## config.mk

```make
export PLATFORM = sky130hd
export DESIGN_NAME = semFlags
export DESIGN_NICKNAME = d
export VERILOG_FILES = /design/src/rtl/semPkg.sv /design/src/rtl/semCtrl.sv /design/src/rtl/semDatapath.sv /design/src/rtl/semFlags.sv
export SDC_FILE = /design/constraint.sdc
export NUM_CORES = 1
export LEC_CHECK = 0
export BUFFER_PORTS_ARGS = -buffer_cell sky130_fd_sc_hd__buf_2
export CAP_MARGIN = 20
export CORE_ASPECT_RATIO = 0.8
export CORE_MARGIN = 2
export CORE_UTILIZATION = 45
export DETAILED_ROUTE_END_ITERATION = 10
export PLACE_DENSITY = 0.68
export SYNTH_ARGS = -nofsm -noshare
export SYNTH_HDL_FRONTEND = slang
export SYNTH_HIERARCHICAL = 1
export SYNTH_SLANG_ARGS = --single-unit
export TNS_END_PERCENT = 1
```

## constraint.sdc

```tcl
create_clock -name clk -period 1.75 [get_ports clk]
set_clock_uncertainty 0.15 [all_clocks]
set_input_delay 0.175 -clock clk [delete_from_list [all_inputs] [get_ports clk]]
set_output_delay 0.175 -clock clk [all_outputs]
set_load 0.005 [all_outputs]
```

## src/rtl/semPkg.sv

```systemverilog
package semPkg;
  typedef struct packed {
    logic held;   // token is owned by some port
    logic ownR;   // 1: right owns, 0: left owns (valid when held)
    logic pendL;  // left waits for the token
    logic pendR;  // right waits for the token
  } semState_t;

  typedef struct packed {
    logic takeL;
    logic takeR;
    logic freeIt;
    logic setPendL;
    logic clrPendL;
    logic setPendR;
    logic clrPendR;
  } semStrobe_t;
endpackage

```

## src/rtl/semCtrl.sv

```systemverilog
module semCtrl
  import semPkg::*;
#(
  parameter int NUM_SEM = 8,
  parameter int IDX_W   = $clog2(NUM_SEM)
) (
  input  logic                     lWr,
  input  logic [IDX_W-1:0]         lSel,
  input  logic                     lBit,
  input  logic                     rWr,
  input  logic [IDX_W-1:0]         rSel,
  input  logic                     rBit,
  input  semState_t  [NUM_SEM-1:0] st,
  output semStrobe_t [NUM_SEM-1:0] strb
);
  for (genvar i = 0; i < NUM_SEM; i++) begin : g_sem
    logic hitL, hitR, reqL, reqR, relL, relR;
    assign hitL = lWr && (lSel == IDX_W'(i));
    assign hitR = rWr && (rSel == IDX_W'(i));
    assign reqL = hitL && !lBit;
    assign relL = hitL && lBit;
    assign reqR = hitR && !rBit;
    assign relR = hitR && rBit;

    always_comb begin
      strb[i] = '0;
      if (!st[i].held) begin
        // free: left wins a tie, right request is remembered
        strb[i].takeL    = reqL;
        strb[i].takeR    = reqR && !reqL;
        strb[i].setPendR = reqL && reqR;
      end else if (!st[i].ownR) begin
        strb[i].setPendR = reqR;
        strb[i].clrPendR = relR;
        if (relL) begin
          if (reqR || (st[i].pendR && !relR)) strb[i].takeR  = 1'b1;
          else                                strb[i].freeIt = 1'b1;
        end
      end else begin
        strb[i].setPendL = reqL;
        strb[i].clrPendL = relL;
        if (relR) begin
          if (reqL || (st[i].pendL && !relL)) strb[i].takeL  = 1'b1;
          else                                strb[i].freeIt = 1'b1;
        end
      end
    end
  end
endmodule

```

## src/rtl/semDatapath.sv

```systemverilog
module semDatapath
  import semPkg::*;
#(
  parameter int NUM_SEM = 8,
  parameter int DATA_W  = 16,
  parameter int IDX_W   = $clog2(NUM_SEM)
) (
  input  logic                     clk,
  input  logic                     rstN,
  input  semStrobe_t [NUM_SEM-1:0] strb,
  input  logic [IDX_W-1:0]         lSel,
  input  logic [IDX_W-1:0]         rSel,
  output semState_t  [NUM_SEM-1:0] st,
  output logic [DATA_W-1:0]        lRdData,
  output logic [DATA_W-1:0]        rRdData
);
  for (genvar i = 0; i < NUM_SEM; i++) begin : g_reg
    always_ff @(posedge clk or negedge rstN) begin
      if (!rstN) begin
        st[i] <= '0;
      end else begin
        if (strb[i].setPendL) st[i].pendL <= 1'b1;
        if (strb[i].clrPendL) st[i].pendL <= 1'b0;
        if (strb[i].setPendR) st[i].pendR <= 1'b1;
        if (strb[i].clrPendR) st[i].pendR <= 1'b0;
        if (strb[i].freeIt)   st[i].held  <= 1'b0;
        if (strb[i].takeL) begin
          st[i].held  <= 1'b1;
          st[i].ownR  <= 1'b0;
          st[i].pendL <= 1'b0;
        end
        if (strb[i].takeR) begin
          st[i].held  <= 1'b1;
          st[i].ownR  <= 1'b1;
          st[i].pendR <= 1'b0;
        end
      end
    end
  end

  logic lView, rView;
  always_comb begin
    lView = !(st[lSel].held && !st[lSel].ownR);
    rView = !(st[rSel].held &&  st[rSel].ownR);
  end
  assign lRdData = {DATA_W{lView}};
  assign rRdData = {DATA_W{rView}};
endmodule

```

## src/rtl/semFlags.sv

```systemverilog
module semFlags
  import semPkg::*;
#(
  parameter int NUM_SEM = 8,
  parameter int DATA_W  = 16,
  parameter int IDX_W   = $clog2(NUM_SEM)
) (
  input  logic              clk,
  input  logic              rstN,
  input  logic              lWr,
  input  logic [IDX_W-1:0]  lSel,
  input  logic [DATA_W-1:0] lWrData,
  output logic [DATA_W-1:0] lRdData,
  input  logic              rWr,
  input  logic [IDX_W-1:0]  rSel,
  input  logic [DATA_W-1:0] rWrData,
  output logic [DATA_W-1:0] rRdData
);
  semState_t  [NUM_SEM-1:0] semSt;
  semStrobe_t [NUM_SEM-1:0] semStrb;

  semCtrl #(.NUM_SEM(NUM_SEM), .IDX_W(IDX_W)) u_ctrl (
    .lWr(lWr), .lSel(lSel), .lBit(lWrData[0]),
    .rWr(rWr), .rSel(rSel), .rBit(rWrData[0]),
    .st(semSt), .strb(semStrb)
  );

  semDatapath #(.NUM_SEM(NUM_SEM), .DATA_W(DATA_W), .IDX_W(IDX_W)) u_dp (
    .clk(clk), .rstN(rstN), .strb(semStrb),
    .lSel(lSel), .rSel(rSel), .st(semSt),
    .lRdData(lRdData), .rRdData(rRdData)
  );
endmodule

```

# Yosys cells after proc, flatten, opt, wreduce, memory -nomap -nowiden
# Cells that the tools add are included.
classes:
  n_reduce_logical: 161
  n_lt_le_gt_ge: 2
  mux: 196
  n_eq_ne: 14
ops:
  columns: ["operator", "n"]
  rows:
  - ["2-to-1 mux 1 bit", 136]
  - ["logical AND 1 bit", 82]
  - ["2-to-1 mux 2 bit", 40]
  - ["nonzero test 3 bit", 24]
  - ["2-to-1 mux 3 bit", 16]
  - ["logical NOT 1 bit", 29]
  - ["binary-select mux 4 bit (select 3 bit)", 2]
  - ["== test 3 bit, second input constant", 8]
  - ["logical OR 1 bit", 16]
  - ["nonzero test 2 bit", 8]
  - ["== test 3 x 2 -> 1 bit, second input constant", 4]
  - ["less-than comparator 3 x 4 -> 1 bit, second input constant", 2]
  - ["2-to-1 mux 4 bit", 2]
  - ["== test 3 x 1 -> 1 bit, second input constant", 2]
  - ["logical NOT 3 bit", 2]
totals:
  elab_cells: 405
  in_bits: 42
  output_inout_bits: 32
  reg_bits: 32

# Depth between registers and ports, before layout
# Gate-level depths: netlist of the first run.
depth:
  ltp_word: 14
  depth_mapped: 7
  ltp_nobuf: 5

# Cells and area by module
# The synthesis of the first run kept the hierarchy.
modules_own_cells:
  columns: ["module", "n_inst", "area_each_um2", "cells_each", "seq_area_each_um2"]
  rows:
  - ["semDatapath", 1, 1544.0, 160, 800.8]
  - ["semCtrl", 1, 1340.0, 218, 0.0]

# Worst setup path after synthesis of the first run
# OpenSTA, ideal clock, no wires.
synth_path:
  kind: "reg-to-output"
  from: "reg u_dp/st[7] (netlist name)"
  to: "out rRdData[0]"
  t_required_ns: 1.425
  path_stages_with_launch: 5
  arrival_ns: 1.485
  setup_slack_ns: -0.060
  path_buffers: 1
  path_cell_list: "dfrtp_1 -> inv_1 -> o311ai_0 -> nand4_1 -> buf_4"
synth_via:
  elab_chain_cells: 4
synth_lines:
  columns: ["item", "line", "text"]
  rows:
  - ["binary-select mux 4 bit (select 3 bit)", "semDatapath.sv:44", "rView = !(st[rSel].held && st[rSel].ownR);"]
  - ["2-to-1 mux 4 bit (not written as such)", "semDatapath.sv:44", null]
  - ["logical AND 1 bit", "semDatapath.sv:44", null]
  - ["logical NOT 1 bit", "semDatapath.sv:44", null]
  - ["to (decl)", "semFlags.sv:17", "output logic [DATA_W-1:0] rRdData"]
# Every way passes these cells. The select of a mux whose other input is x is not followed.

# Final worst setup path of the first run
layout_path:
  from: "reg u_dp/st[26] (netlist name)"
  to: "out lRdData[4]"
layout_via:
  elab_chain_cells: 5
layout_lines:
  columns: ["item", "line", "text"]
  rows:
  - ["binary-select mux 4 bit (select 3 bit)", "semDatapath.sv:43", "lView = !(st[lSel].held && !st[lSel].ownR);"]
  - ["2-to-1 mux 4 bit", null, null]
  - ["logical NOT 1 bit", "semDatapath.sv:43", null]
  - ["logical AND 1 bit", "semDatapath.sv:43", null]
  - ["logical NOT 1 bit", "semDatapath.sv:43", null]
  - ["to (decl)", "semFlags.sv:13", "output logic [DATA_W-1:0] lRdData,"]
# Every way passes these cells. The select of a mux whose other input is x is not followed.

==> summary.md, run 1 <==
| Metric | Value |
|---|---|
| CP arrival | roughly 1.8 ns |
| Yosys top cell by area | dfrtp_1 |
| Final Setup Violations | 32 |
| WHS Endpoint | u_dp/st[1] |
| Global-route wire length before repair | 14300 um |
| RSZ-0062 raised after global routing | yes |
| Post-Syn Nets | 420 |
| Die Width | 93.5 um |
| R2R cell count | 5 |
| Worst path top cell family by delay | multiplexers |
| Largest register FFs | 32 |
| I/O pins | 74 |
| Starting density of the core | 45.9% |
| Final slew viol count | 0 |
| Router iterations before antenna repair | 8 |
| Die area | 0.00707 sq mm |
| # rows | 26 |
| Clock sink count | 32 |
| Slowest CP cell | mux4_2 |
| Setup CP Type | reg2out |
| Max frequency | slightly below 0.5 GHz |
| GRT overflow | 0 |
| Hold path cells | 5 |
| Core area | ~0.0063 sq mm |
| Final net count | ~480 |
| Final hold violations | 0 |
| # diodes | 0 |
| Required @ worst endpoint | between 1 and 1.5 ns |
| Yosys warnings | 6 |
| Ys async rst share | between 90% and 100% |
| Min Clock Period, post-route | 2.08 ns |
| Biggest regs | u_dp/st x32 |
| Largest net degree at the start of global routing | 33 |
| Clock Tree Root | clkbuf_8 |
| Reg2reg setup slack | about 0.14 ns |
| Crit-path cells | nor3b_2 > a31oi_2 > mux4_2 > buf_2 |
| PortBufs | between 40 and 50 |
| DR vias | approximately 3100 |
| Max H-tree Level | 2 |
| CP startpoint | u_dp/st[26] |
| Peak VDD IR | ~0.74 mV |
| Worst Path Buf+Inv | 1 |
| FF+latch count, synth | 32 |
| Most flops, register | u_dp/st |
| Max-slew headroom | between 60% and 70% |
| Synth cell types | 42 |
| Max Buffers Root-to-Sink | 2 |
| Via density | approximately 5.9 |
| Synthesis-to-layout area growth | 24.0% |
| Register area share after synthesis | 27.8% |
| Fraction of layout cells with a size suffix above 1 | between 20% and 30% |
| Remaining antenna violation count | 0 |
| Max Cap Viol | 0 |
| Register clock-pin slew on the reported worst setup and hold paths | about 0.070 ns |
| Tightest Hold Check Type | in2reg |
| Worst Setup Start Kind | flop |
| Origin of the critical flop-to-flop path | u_dp/st[19] |
| Routed wire per std cell | 16.5 um |
| Failing checks | setup timing |
| Status | finished with violations |
| Final HPWL DP | ~6300 um |
| Post-synth top cells | 44 x nor2_1, 33 x buf_4, 32 x dfrtp_1 |
| Synthesized area | about 0.0029 sq mm |
| Post-synth EDFFs | 0 |
| Critical Path Sink Type | primary output |
| Initial antenna violation count | 0 |
| Count leader, synth | nor2_1 |
| Reg2reg end | u_dp/st[18] |
| Vias in the first global route | between 2000 and 3000 |
| CTS tree | yes |
| Clk_lat worst skew | ~0.3 ns |
| Number of buffers created by CTS | 5 |
| DR iter-0 viols | roughly 240 |
| Largest cells by area after synthesis | dfrtp_1 28%, buf_4 8.6%, nor2_1 5.7%, nor3_1 5.4%, a22o_1 3.9% |
| Max FO, Critical Path | 8 |
| DRC | 0 |
| Die height | 75.6 um |
| Ys flop type | dfrtp_1 |
| Final Power | 4.37 mW |
| Worst Tran Pin Value | 0.458 ns |
| GRT Overall Usage | 26.2% |
| Fin crit share | 119% |
| Post-CTS setup buffer count | 0 |
| Mapped Cells | around 380 |
| Lkg Pwr | around 1.6 nW |
| Routed Wire Length | 8700 um |
| Gpl congestion | around 0.96 |
| Min-delay src | lWrData[0] |
| Setup ws final | -0.328 ns |
| Top cell type's share of synthesized area | between 20% and 30% |
| Worst stage delay on the critical path | 0.57 ns |
| Synth Area per Inst | ~7.6 sq um |
| FILL cells | 547 |
| Pwr dens | about 1200 mW/mm^2 |
| Setup_tns | -7.70 ns |
## stage by stage
stage               instances  area (sq um)  setup WS, ns  utilization, %  hold WS [ns]
floorplan                 378          2880       -0.0105               -        -0.271
global placement          517          3420        -0.159            54.4        0.0832
detailed placement        517          3420        -0.161            54.4        0.0851
CTS                       527          3570        -0.332            56.8         0.248
global route              527          3580        -0.415            57.0         0.307
finish                    527          3580        -0.328            57.0         0.254
## report_power, final
group          total, mW  internal, mW  leakage (nW)  switching (mW)
Combinational       2.39          1.17          1.14            1.22
Sequential          1.34          1.09         0.386           0.251
Clock              0.634         0.321        0.0455           0.312
## cell usage in the layout, fill, tap and decap left out, types with 3 or more instances in the layout
cell,instances
nand4b_1,11
inv_1,19
a22o_1,13
o2bb2ai_1,4
o21bai_1,4
buf_2,43
nand3_1,4
and3_1,5
nor2_1,44
a21oi_1,6
buf_12,3
nor3b_2,4
a31oi_1,5
o21ai_0,14
a21o_1,4
o32ai_1,8
or3_1,6
a2bb2oi_1,3
a22oi_1,13
clkbuf_8,6
and3b_1,5
nor3_1,31
nand4bb_1,3
nand2b_1,8
o22ai_1,9
buf_4,63
dfrtp_1,32
nand4_1,12
nand2_1,27
nor2b_1,8
## worst min-delay path, delay by kind of cell
| kind | cells | cell delay (ns) |
|---|---|---|
| and+or+nand+nor | 3 | 0.22 |
| buffers and inverters | 2 | 0.28 |
## worst max-delay path by stage
stage,cells after the start,to,slack (ns)
finish,4,lRdData[4],-0.33
detailed placement,6,lRdData[10],-0.16
CTS,4,lRdData[4],-0.33
global route,4,lRdData[10],-0.41
global placement,6,lRdData[10],-0.16
floorplan,4,lRdData[0],-0.01
## kinds of logic after synthesis
family	after synthesis	synth area share, %
and+or+nand+nor	181	35.2
AOI/OAI and AO/OA	89	22.1
buffers and inverters	75	14.1
DFF	32	27.8
muxes	1	0.781
## final cells by class
cell class / count / area [sq um] / share of cell area [%]
Clock buffer: 8 / 90.1 / 2.52
Inverter: 19 / 71.3 / 1.99
Multi-Input combinational cell: 272 / 1730 / 48.3
Sequential cell: 32 / 801 / 22.4
Tap cell: 84 / 105 / 2.94
Timing Repair Buffer: 112 / 781 / 21.8
## routing by layer
| layer | wire length [um] | vias to the layer above | part of all wire, % | global-route usage, % |
|---|---|---|---|---|
| met5 | 0 | - | 0 | 0 |
| met1 | 4040 | 1456 | 46 | 34.5 |
| li1 | - | 1489 | - | - |
| met3 | 581 | 19 | 6.7 | 6.33 |
| met4 | 121 | 0 | 1.4 | 9.64 |
| met2 | 3960 | 142 | 46 | 42.5 |
## repair_timing
| item | CTS | global route |
|---|---|---|
| pin swaps | 1 | 0 |
| endpoints found under the hold margin | 32 | 0 |
| setup endpoints to repair | 32 | 32 |
| gates resized for setup | 7 | 2 |
| gates cloned | 1 | 0 |
| hold buffers | 1 | 0 |
No activity file was read; power rests on OpenSTA's default activity.
==> run 2: changes to the inputs <==
SETUP_SLACK_MARGIN = 0.4   (was default)
==> summary.md, run 2 (synthesis results as in run 1) <==
| Metric | Value |
|---|---|
| Tightest Hold Check Type | in2async (was in2reg) |
| Initial antenna violation count | 0 (unchanged) |
| Die area | 0.00707 sq mm (unchanged) |
| Max H-tree Level | 2 (unchanged) |
| Worst stage delay on the critical path | 0.56 ns (was 0.57 ns) |
| Router iterations before antenna repair | 5 (was 8) |
| Gpl congestion | 0.963 (was 0.955) |
| Vias in the first global route | 3043 (was 2978) |
| Max-slew headroom | 72.2% (was 69.1%) |
| Core area | 0.00628 sq mm (unchanged) |
| FILL cells | 535 (was 547) |
| I/O pins | 74 (unchanged) |
| DR iter-0 viols | 266 (was 237) |
| Via density | 6.04 (was 5.89) |
| Synthesis-to-layout area growth | 39.1% (was 24.0%) |
| Final hold violations | 0 (unchanged) |
| Most frequent cells in the layout | 60 x buf_4, 41 x nor2_1, 40 x buf_2 (was 63 x buf_4, 44 x nor2_1, 43 x buf_2) |
| Switching share of total power | 41.9% (was 40.9%) |
| Final net count | 494 (was 484) |
| Failing checks | setup timing (unchanged) |
| Switching pwr | 1.96 mW (was 1.79 mW) |
| Fraction of layout cells with a size suffix above 1 | 42.7% (was 28.4%) |
| DRC | 0 (unchanged) |
| Sequential power share | 29.6% (was 30.8%) |
| Setup ws final | -0.307 ns (was -0.328 ns) |
| Max FO, Critical Path | 8 (unchanged) |
| Routed Wire Length | 9460 um (was 8700 um) |
| CP arrival | 1.73 ns (was 1.75 ns) |
| R2R cell count | 5 (unchanged) |
| RSZ-0062 raised after global routing | yes (unchanged) |
| Critical Path Sink Type | primary output (unchanged) |
| Int Power | 2.73 mW (was 2.58 mW) |
| Max frequency | 0.486 GHz (was 0.481 GHz) |
| Clock sink count | 32 (unchanged) |
| Final HPWL DP | 6610 um (was 6350 um) |
| # diodes | 0 (unchanged) |
| Status | finished with violations (unchanged) |
| Die Width | 93.5 um (unchanged) |
| Max Buffers Root-to-Sink | 2 (unchanged) |
| Remaining antenna violation count | 0 (unchanged) |
| DR vias | 3228 (was 3106) |
| Hold slack | 0.196 ns (was 0.254 ns) |
| Min Clock Period, post-route | 2.06 ns (was 2.08 ns) |
| Crit-path cells | nor3b_2 > a31oi_1 > mux4_2 > buf_2 (was nor3b_2 > a31oi_2 > mux4_2 > buf_2) |
| Peak VDD IR | 0.612 mV (was 0.740 mV) |
| GRT overflow | 0 (unchanged) |
| Worst path top cell family by delay | multiplexers (unchanged) |
| Register clock-pin slew on the reported worst setup and hold paths | 0.07 ns (about the same) |
| Max Cap Viol | 0 (unchanged) |
| Slowest CP cell | mux4_2 (unchanged) |
| Starting density of the core | 45.9% (unchanged) |
| Combinational power share | 59.1% (was 54.7%) |
| Number of buffers created by CTS | 5 (unchanged) |
| PortBufs | 43 (unchanged) |
| Global-route wire length before repair | 15400 um (was 14300 um) |
| Commonest non-fill, non-tap cell in the layout | buf_4 (unchanged) |
| Required @ worst endpoint | 1.42 ns (about the same) |
| Largest net degree at the start of global routing | 18 (was 33) |
| Routed wire per std cell | 17.7 um (was 16.5 um) |
| GRT Overall Usage | 27.9% (was 26.2%) |
| Most flops, register | u_dp/st (unchanged) |
| Lkg Pwr | 1.69 nW (was 1.57 nW) |
| Worst slack, placed | -0.147 ns (was -0.161 ns) |
| Worst Tran Pin Value | 0.416 ns (was 0.458 ns) |
| Worst Path Buf+Inv | 1 (unchanged) |
| Fin crit share | 118% (was 119%) |
| # rows | 26 (unchanged) |
| Clock share of power | 11.3% (was 14.5%) |
| CTS tree | yes (unchanged) |
| Worst Setup Start Kind | flop (unchanged) |
| Pwr dens | 1170 mW/mm^2 (was 1220 mW/mm^2) |
| Largest register FFs | 32 (unchanged) |
| Crit. path cell count | 4 (unchanged) |
| Die height | 75.6 um (unchanged) |
| Final slew viol count | 0 (unchanged) |
| Setup CP Type | reg2out (unchanged) |
| Clock Tree Root | clkbuf_8 (unchanged) |
| Biggest regs | u_dp/st x32 (unchanged) |
| Clk_lat worst skew | 0.28 ns (was 0.30 ns) |
| Final Setup Violations | 32 (unchanged) |
-- run 2: routing by layer --
layer	track usage [%]	routed length, um
met2	47.6	4370
met5	0	0
met3	4.55	659
met1	38.3	4300
met4	5.56	136
-- run 2: layout make-up --
cell class                      instances  area [sq um]  area share [%]
Timing Repair Buffer                  122           936            23.3
Inverter                               19          71.3            1.78
Sequential cell                        32           802            20.0
Clock buffer                            5          68.8            1.72
Tap cell                               84           105            2.62
Multi-Input combinational cell        272          2030            50.6
-- run 2: power groups by stage --
stage / sequential (mW) / clock [mW] / combinational, mW
after floorplan: 1.45 / 0 / 1.56
after global placement: 1.34 / 0 / 2.23
after detailed placement: 1.36 / 0 / 2.27
after CTS: 1.36 / 0.551 / 2.58
after global routing: 1.43 / 0.586 / 3.03
final: 1.39 / 0.531 / 2.77
-- run 2: worst reg2reg max path, cell delays in order, from the launching register on --
cell     delay (ns)
dfrtp_2        0.45
buf_6          0.14
or3_4          0.40
a21oi_2        0.13
nor2_1         0.05
nor3_1         0.16
-- run 2: metrics by stage --
stage,power (mW),util [%],TNS (ns),instances,instance area [sq um]
4_1_cts,4.50,61.8,-6.97,534,3880
6_report,4.69,63.9,-7.07,534,4010
3_5_place_dp,3.64,55.9,-3.00,526,3510
5_1_grt,5.05,63.9,-9.89,534,4010
3_3_place_gp,3.57,55.9,-2.30,526,3510
2_1_floorplan,3.01,-,-0.00922,378,2900
-- run 2: final timing paths --
path | endpoint | start | slack (ns)
worst max-delay path | lRdData[2] | u_dp/st[2] | -0.31
worst min-delay path | u_dp/st[15] | rstN | 0.20
worst max register to register | u_dp/st[4] | u_dp/st[7] | 0.18
worst min register to register | u_dp/st[14] | u_dp/st[14] | 0.40
max in group asynchronous | u_dp/st[25] | rstN | 0.81
min in group clk | u_dp/st[5] | lWrData[0] | 0.31
-- run 2: timing repair --
action / CTS / global route
buffers inserted: 1 / 0
resized for setup: 70 / 33
hold buffers: 1 / 0
endpoints found under the setup margin: 64 / 64
pin swaps: 38 / 42
gates cloned: 1 / 0
hold endpoints to repair: 32 / 0
